$ cat config.mk
export PLATFORM = sky130hd
export DESIGN_NAME = endcvt_unit
export DESIGN_NICKNAME = d
export VERILOG_FILES = /design/src/rtl/endcvt_pkg.sv /design/src/rtl/endcvt_decode.sv /design/src/rtl/endcvt_lanes.sv /design/src/rtl/endcvt_stage.sv /design/src/rtl/endcvt_unit.sv
export SDC_FILE = /design/constraint.sdc
export NUM_CORES = 1
export LEC_CHECK = 0
export ABC_AREA = 1
export BUFFER_PORTS_ARGS = -buffer_cell sky130_fd_sc_hd__buf_2
export CAP_MARGIN = 20
export CORE_AREA = 2 2 130 132
export DETAILED_ROUTE_END_ITERATION = 8
export DIE_AREA = 0 0 132 134
export PLACE_DENSITY = 0.55
export SLEW_MARGIN = 0
export SYNTH_ARGS = -nofsm -noshare
export SYNTH_HDL_FRONTEND = slang
export SYNTH_SLANG_ARGS = --single-unit
$ cat constraint.sdc
create_clock -name clk -period 1.7 [get_ports clk]
set_clock_uncertainty 0.2 [all_clocks]
set_input_delay 0 -clock clk [delete_from_list [all_inputs] [get_ports clk]]
set_output_delay 0 -clock clk [all_outputs]
set_load 0.01 [all_outputs]
$ cat src/rtl/endcvt_pkg.sv
package endcvt_pkg;

  typedef enum logic [1:0] {
    SZ_HALF = 2'd0,
    SZ_WORD = 2'd1,
    SZ_FULL = 2'd2,
    SZ_NONE = 2'd3
  } size_e;

  typedef enum logic {
    ORD_TRUNC = 1'b0,
    ORD_SWAP  = 1'b1
  } order_e;

  typedef struct packed {
    order_e order;
    size_e  size;
    logic   bad;
  } conv_ctl_t;

  localparam int unsigned HALF_BITS = 16;
  localparam int unsigned WORD_BITS = 32;
  localparam int unsigned LANE_BITS = 8;

endpackage

$ cat src/rtl/endcvt_decode.sv
module endcvt_decode
  import endcvt_pkg::*;
#(
  parameter int unsigned OPC_W   = 8,
  parameter int unsigned IMM_W   = 32,
  parameter int unsigned DATA_W  = 64,
  parameter logic [OPC_W-1:0] OPC_TRUNC = 8'hd4,
  parameter logic [OPC_W-1:0] OPC_SWAP  = 8'hdc
) (
  input  logic [OPC_W-1:0] opcode,
  input  logic [IMM_W-1:0] imm,
  output conv_ctl_t        ctl
);

  localparam logic [IMM_W-1:0] IMM_HALF = IMM_W'(HALF_BITS);
  localparam logic [IMM_W-1:0] IMM_WORD = IMM_W'(WORD_BITS);
  localparam logic [IMM_W-1:0] IMM_FULL = IMM_W'(DATA_W);

  logic  opc_ok;
  size_e sz;

  always_comb begin
    if (imm == IMM_HALF)      sz = SZ_HALF;
    else if (imm == IMM_WORD) sz = SZ_WORD;
    else if (imm == IMM_FULL) sz = SZ_FULL;
    else                      sz = SZ_NONE;
  end

  assign opc_ok = (opcode == OPC_TRUNC) || (opcode == OPC_SWAP);

  always_comb begin
    ctl.order = (opcode == OPC_SWAP) ? ORD_SWAP : ORD_TRUNC;
    ctl.size  = sz;
    ctl.bad   = !opc_ok || (sz == SZ_NONE);
  end

endmodule

$ cat src/rtl/endcvt_lanes.sv
module endcvt_lanes
  import endcvt_pkg::*;
#(
  parameter int unsigned DATA_W = 64
) (
  input  logic [DATA_W-1:0] din,
  input  conv_ctl_t         ctl,
  output logic [DATA_W-1:0] dout
);

  localparam int unsigned NLANE      = DATA_W / LANE_BITS;
  localparam int unsigned HALF_LANES = HALF_BITS / LANE_BITS;
  localparam int unsigned WORD_LANES = WORD_BITS / LANE_BITS;

  logic [DATA_W-1:0] trunc_half, trunc_word;
  logic [DATA_W-1:0] swap_half, swap_word, swap_full;

  assign trunc_half = {{(DATA_W-HALF_BITS){1'b0}}, din[HALF_BITS-1:0]};
  assign trunc_word = {{(DATA_W-WORD_BITS){1'b0}}, din[WORD_BITS-1:0]};

  for (genvar g = 0; g < NLANE; g++) begin : g_lane
    assign swap_full[g*LANE_BITS +: LANE_BITS] =
      din[(NLANE-1-g)*LANE_BITS +: LANE_BITS];
    if (g < HALF_LANES) begin : g_half_in
      assign swap_half[g*LANE_BITS +: LANE_BITS] =
        din[(HALF_LANES-1-g)*LANE_BITS +: LANE_BITS];
    end else begin : g_half_zero
      assign swap_half[g*LANE_BITS +: LANE_BITS] = '0;
    end
    if (g < WORD_LANES) begin : g_word_in
      assign swap_word[g*LANE_BITS +: LANE_BITS] =
        din[(WORD_LANES-1-g)*LANE_BITS +: LANE_BITS];
    end else begin : g_word_zero
      assign swap_word[g*LANE_BITS +: LANE_BITS] = '0;
    end
  end

  always_comb begin
    dout = '0;
    if (!ctl.bad) begin
      unique case (ctl.size)
        SZ_HALF: dout = (ctl.order == ORD_SWAP) ? swap_half : trunc_half;
        SZ_WORD: dout = (ctl.order == ORD_SWAP) ? swap_word : trunc_word;
        SZ_FULL: dout = (ctl.order == ORD_SWAP) ? swap_full : din;
        default: dout = '0;
      endcase
    end
  end

endmodule

$ cat src/rtl/endcvt_stage.sv
module endcvt_stage #(
  parameter int unsigned DATA_W = 64
) (
  input  logic              clk,
  input  logic              rst_n,
  input  logic              s_valid,
  output logic              s_ready,
  input  logic [DATA_W-1:0] s_data,
  input  logic              s_bad,
  output logic              m_valid,
  input  logic              m_ready,
  output logic [DATA_W-1:0] m_data,
  output logic              m_bad
);

  assign s_ready = !m_valid || m_ready;

  always_ff @(posedge clk or negedge rst_n) begin
    if (!rst_n) begin
      m_valid <= 1'b0;
    end else if (s_ready) begin
      m_valid <= s_valid;
    end
  end

  always_ff @(posedge clk or negedge rst_n) begin
    if (!rst_n) begin
      m_data <= '0;
      m_bad  <= 1'b0;
    end else if (s_valid && s_ready) begin
      m_data <= s_data;
      m_bad  <= s_bad;
    end
  end

endmodule

$ cat src/rtl/endcvt_unit.sv
module endcvt_unit
  import endcvt_pkg::*;
#(
  parameter int unsigned DATA_W = 64,
  parameter int unsigned OPC_W  = 8,
  parameter int unsigned IMM_W  = 32,
  parameter logic [OPC_W-1:0] OPC_TRUNC = 8'hd4,
  parameter logic [OPC_W-1:0] OPC_SWAP  = 8'hdc
) (
  input  logic              clk,
  input  logic              rst_n,
  input  logic              in_valid,
  output logic              in_ready,
  input  logic [OPC_W-1:0]  in_opcode,
  input  logic [IMM_W-1:0]  in_imm,
  input  logic [DATA_W-1:0] in_data,
  output logic              out_valid,
  input  logic              out_ready,
  output logic [DATA_W-1:0] out_data,
  output logic              out_illegal,
  output logic              out_wr_en
);

  conv_ctl_t         ctl;
  logic [DATA_W-1:0] conv;

  endcvt_decode #(
    .OPC_W(OPC_W), .IMM_W(IMM_W), .DATA_W(DATA_W),
    .OPC_TRUNC(OPC_TRUNC), .OPC_SWAP(OPC_SWAP)
  ) u_decode (
    .opcode(in_opcode),
    .imm   (in_imm),
    .ctl   (ctl)
  );

  endcvt_lanes #(.DATA_W(DATA_W)) u_lanes (
    .din (in_data),
    .ctl (ctl),
    .dout(conv)
  );

  endcvt_stage #(.DATA_W(DATA_W)) u_stage (
    .clk    (clk),
    .rst_n  (rst_n),
    .s_valid(in_valid),
    .s_ready(in_ready),
    .s_data (conv),
    .s_bad  (ctl.bad),
    .m_valid(out_valid),
    .m_ready(out_ready),
    .m_data (out_data),
    .m_bad  (out_illegal)
  );

  assign out_wr_en = out_valid && !out_illegal;

endmodule

* Yosys cells after proc, flatten, opt, wreduce, memory -nomap -nowiden *
Cells that the tools add are included.

word-level totals
  memory bits (read-only) = 0
  output and inout port bits = 68
  logic and storage cells = 29
  memories = 0
  register bits after elaboration = 66
  latch bits = 0
  input port bits = 108
  memory bits (writable) = 0

operators by class
  reductions and logical operators = 9
  order comparisons = 0
  equality and inequality tests = 8
  bitwise gates (word level) = 0
  shifts and indexed selects = 0
  $mul = 0
  divide/modulo/power cells = 0
  add/sub/neg operators = 0
  muxes and demuxes = 9

operator list
  operator                                               count
  one-hot mux 64 bit (3 select lines)                    1
  two-way mux 64 bit                                     2
  equality test 32 x 5 -> 1 bit (second input constant)  1
  equality test 32 x 6 -> 1 bit (second input constant)  1
  equality test 32 x 7 -> 1 bit (second input constant)  1
  two-way mux 32 bit                                     1
  equality test 8 bit (second input constant)            2
  two-way mux 16 bit                                     1
  equality test 2 bit (second input constant)            2
  two-way mux 2 bit                                      2
  zero test 1 bit                                        3
  logical OR 1 bit                                       3
  equality test 2 x 1 -> 1 bit (second input constant)   1
  logical AND 1 bit                                      2
  zero test 2 bit                                        1
  two-way mux 1 bit                                      2

* Depth between registers and ports, before layout *
  word-level depth = 7
  gate-level depth with buffers = 12
  gate-level depth less buffers = 11

* Modules after synthesis *
From an unflattened synthesis, not the netlist that was laid out.

second synthesis, totals
  cell total of the unflattened synthesis = 761
  area total of the unflattened synthesis = 4633.2 um^2

by module, submodules not included
  module         area each (um^2)  cells an instance  sequential area each (um^2)  instances
  endcvt_stage   2621.3            286                1651.6                       1
  endcvt_lanes   1764.2            419                0.0                          1
  endcvt_decode  237.7             54                 0.0                          1
  endcvt_unit    10.0              2                  0.0                          1

* Worst setup path after synthesis *
Ideal clock, no wire load.

  path kind = reg-to-reg
  from = register u_stage.m_valid
  to = register u_stage.m_data[32]
  required time = 1.377 ns
  library setup time = 0.123 ns
  cell stages (with the launch flop) = 8
  arrival = 1.359 ns
  slack = 0.018 ns
  path buffers = 1
  period minus slack after synthesis = 1.682 ns
  path through = dfrtp_1 inv_1 or2_2 nand2_1 inv_2 nand3b_4 buf_2 o21ai_1

on the way
  word-level cells in the longest chain between the ends = 3

ends and longest elaborated chain
  what                      line                text
  start: declaration        endcvt_stage.sv:10  output logic m_valid,
  start signal: assignment  endcvt_stage.sv:22  m_valid <= s_valid;
  zero test 1 bit           endcvt_stage.sv:16  assign s_ready = !m_valid || m_ready;
  logical OR 1 bit          endcvt_stage.sv:16
  net in_ready              endcvt_unit.sv:13   output logic in_ready,
  logical AND 1 bit         endcvt_stage.sv:30  end else if (s_valid && s_ready) begin
  end signal: assignment    endcvt_stage.sv:31  m_data <= s_data;
  end: declaration          endcvt_stage.sv:12  output logic [DATA_W-1:0] m_data,

The timed path passes the listed nets, and every way through them passes these cells.
A chain may end at the register's enable or synchronous reset.

* Worst setup path after layout *
  from = register u_stage.m_valid
  to = register u_stage.m_data[47]

on the way
  word-level cells in the longest chain between the ends = 3

ends and longest elaborated chain
  what               line
  zero test 1 bit    endcvt_stage.sv:16
  logical OR 1 bit   endcvt_stage.sv:16
  logical AND 1 bit  endcvt_stage.sv:30

No other way between the ends.

==> impl_metrics.tcl <==
set metrics [dict create \
    cpMaxStageDelayCell "dfrtp_1" \
    crit_chain "inv_1, or2_2, nand2_4, inv_2, nand3b_4, o21ai_0" \
    leakagePower_nw 4.09 \
    synth_top_area_cell "dfrtp_1" \
    endpoint_kind "flop" \
    routedWlPerCell_um 15.2 \
    grt_pass1_wl_mm 29.0 \
    critPathRequiredTime_ns 1.75 \
    insertion_delay_ns 0.34 \
    syn_avg_cell_area_um2 6.35 \
    ys_warn_count 0 \
    hold_viol_final 0 \
    clk_pin_slew_ns 0.05 \
    ir_worst_vdd_mv 0.428 \
    crit_fanout 19 \
    die_w_um 132 \
    die_area_um2 17700 \
    die_h_um 134 \
    worst_pin_slew_ns 0.392 \
    grt_pass1_vias 5307 \
    met1_length_mm 8.66 \
    syn_inst 753 \
    rsz0062_at_grt "true" \
    synth_top_area_share_pct 34.6 \
    total_power_w 0.00411 \
    routed.top_layer "met4" \
    critPathKind "reg -> reg" \
    vias 5603 \
    syn-num-nets 861 \
    cts_tree "built" \
    clock_sinks 66 \
    status "complete, no violations" \
    worst-path-buf-inv 2 \
    place_congestion 0.856 \
    worst_hold_slack_ns 0.00490 \
    initial_core_util_pct 29.3 \
    wl_met2_mm 8.23 \
    num-nets-final 1099 \
    antenna_found_initial 0 \
    crit_family "simple AND/OR/NAND/NOR gates" \
    ys_seq_area_share_pct 34.6 \
    ys_types 22 \
    clock.fmax_mhz 619 \
    grtUsageTotal_pct 21.1 \
    dp_slack_ns 0.0414 \
    fin_crit_ns 1.62 \
    drive_above_1_share_pct 26.2 \
    tns_ns 0 \
    period_share_pct 95.1 \
    dpl.hpwl_mm 13.9 \
    numCtsBuffers 9 \
    slew_violations 0 \
    fin_ws_ns 0.0839 \
    first_pass_iters 5 \
    ys_ff_latch 66 \
    crit_arrival_ns 1.67 \
    start_kind "flop" \
    cts-root-buf "clkbuf_16" \
    holdCritPathClass "in -> reg" \
    htree_levels 3 \
    setup_viol_count_final 0 \
    n_antenna_cell 0 \
    via_per_inst 4.61 \
    rows 47 \
    cts_max_path_buffers 2 \
    power_density_nw_per_um2 586 \
    ys_top_cells_by_area "dfrtp_1 35%, nand2_1 21%, nand3_1 12%" \
    core-area_um2 16300 \
    drt-total-wl_mm 18.5 \
    post-route-util_pct 43.0 \
    wl_met3_mm 1.22 \
    grt_overflow 0 \
    critPathMaxStageDelay_ns 0.38 \
    drt_iter0_drc 489 \
    drc_errors 0 \
    ant_nets 0 \
    syn_area_um2 4780 \
    grt_max_degree 67 \
    slew_headroom_pct 73.9 \
    max_cap_viol_count 0 \
    port_buffers 175 \
    io_pins 176 \
    area_growth_pct 46.6 \
]
==> sequential cells by signal, summed over array words and instances, names as in the netlist <==
| register | count |
|---|---|
| u_stage.m_valid | 1 |
| u_stage.m_bad | 1 |
| u_stage.m_data | 64 |
==> cell usage in the layout (no fill, tap or decap), types with 13 or more instances in the layout <==
cell type,n
dlygate4sd3_1,46
nand2_1,264
o21ai_1,27
buf_12,13
inv_1,120
dfrtp_1,66
nor2_1,26
buf_2,175
o21ai_0,39
nand3_1,118
buf_4,29
==> final cells by class <==
class / instances / area (um^2)
clock buffers: 14 / 264
clock inverters: 2 / 35.0
fillers: 1746 / 9280
inverters: 124 / 465
multi-input cells: 523 / 2440
flip-flops and latches: 66 / 1650
well taps: 220 / 275
repair buffers: 267 / 1880
==> path summary, 6_finish.rpt <==
check,start,depth (start not counted),slack (ns),to
max in group asynchronous,rst_n,3,0.96,u_stage.m_data[19]
worst max-delay path,u_stage.m_valid,6,0.08,u_stage.m_data[47]
min in group asynchronous,rst_n,3,0.01,u_stage.m_bad
worst min-delay path,in_data[24],7,0.005,u_stage.m_data[24]
worst max register to register,u_stage.m_valid,6,0.08,u_stage.m_data[47]
worst min register to register,u_stage.m_data[0],2,0.27,u_stage.m_data[0]
==> stage by stage <==
| stage | cell area (um^2) | std cells |
|---|---|---|
| global placement | 6120 | 1143 |
| global route | 7010 | 1216 |
| CTS | 6920 | 1209 |
| detailed placement | 6120 | 1143 |
| floorplan | 4780 | 753 |
| finish | 7010 | 1216 |
==> per-layer routing <==
metal	vias up	track usage, %
met5	-	0
met4	0	6.76
met3	26	4.69
met2	227	32.6
met1	2522	29.3
li1	2828	-
==> synth_stat cells <==
master       n
nand2_1    266
inv_1      120
nand3_1    118
dfrtp_1     66
o21ai_0     41
nor2_1      26
o21ai_1     25
buf_2       20
o2111ai_1   11
nand3_2     10
or2_0       10
clkbuf_1     8
buf_6        7
buf_4        5
nor2_2       5
inv_2        4
nor2_4       4
nand2_2      2
nand4_1      2
nand3b_4     1
nand4_2      1
or2_2        1
==> where the power goes <==
group | internal (W) | switching [W] | leakage (nW)
Clock | 0.00121 | 0.000684 | 0.147
Combinational | 0.000273 | 0.000356 | 3.03
Sequential | 0.00158 | 0.00000408 | 0.917
Total | 0.00307 | 0.00104 | 4.09
==> kinds of logic after synthesis <==
group	share of synthesized area, %
buf+inv	14.9
compound gates	8.93
flops	34.6
simple gates	41.6
==> worst reg2reg max path: stages (launching register included) <==
cell,delay (ns)
dfrtp_1,0.38
inv_1,0.07
or2_2,0.15
nand2_4,0.07
inv_2,0.15
nand3b_4,0.26
o21ai_0,0.25
==> repair_timing <==
action,CTS,global route
hold endpoints to repair,125,0
buffers inserted,0,8
endpoints found under the setup margin,0,16
resized for setup,0,8
hold buffers,50,0
(Power assumes the default switching activity.)
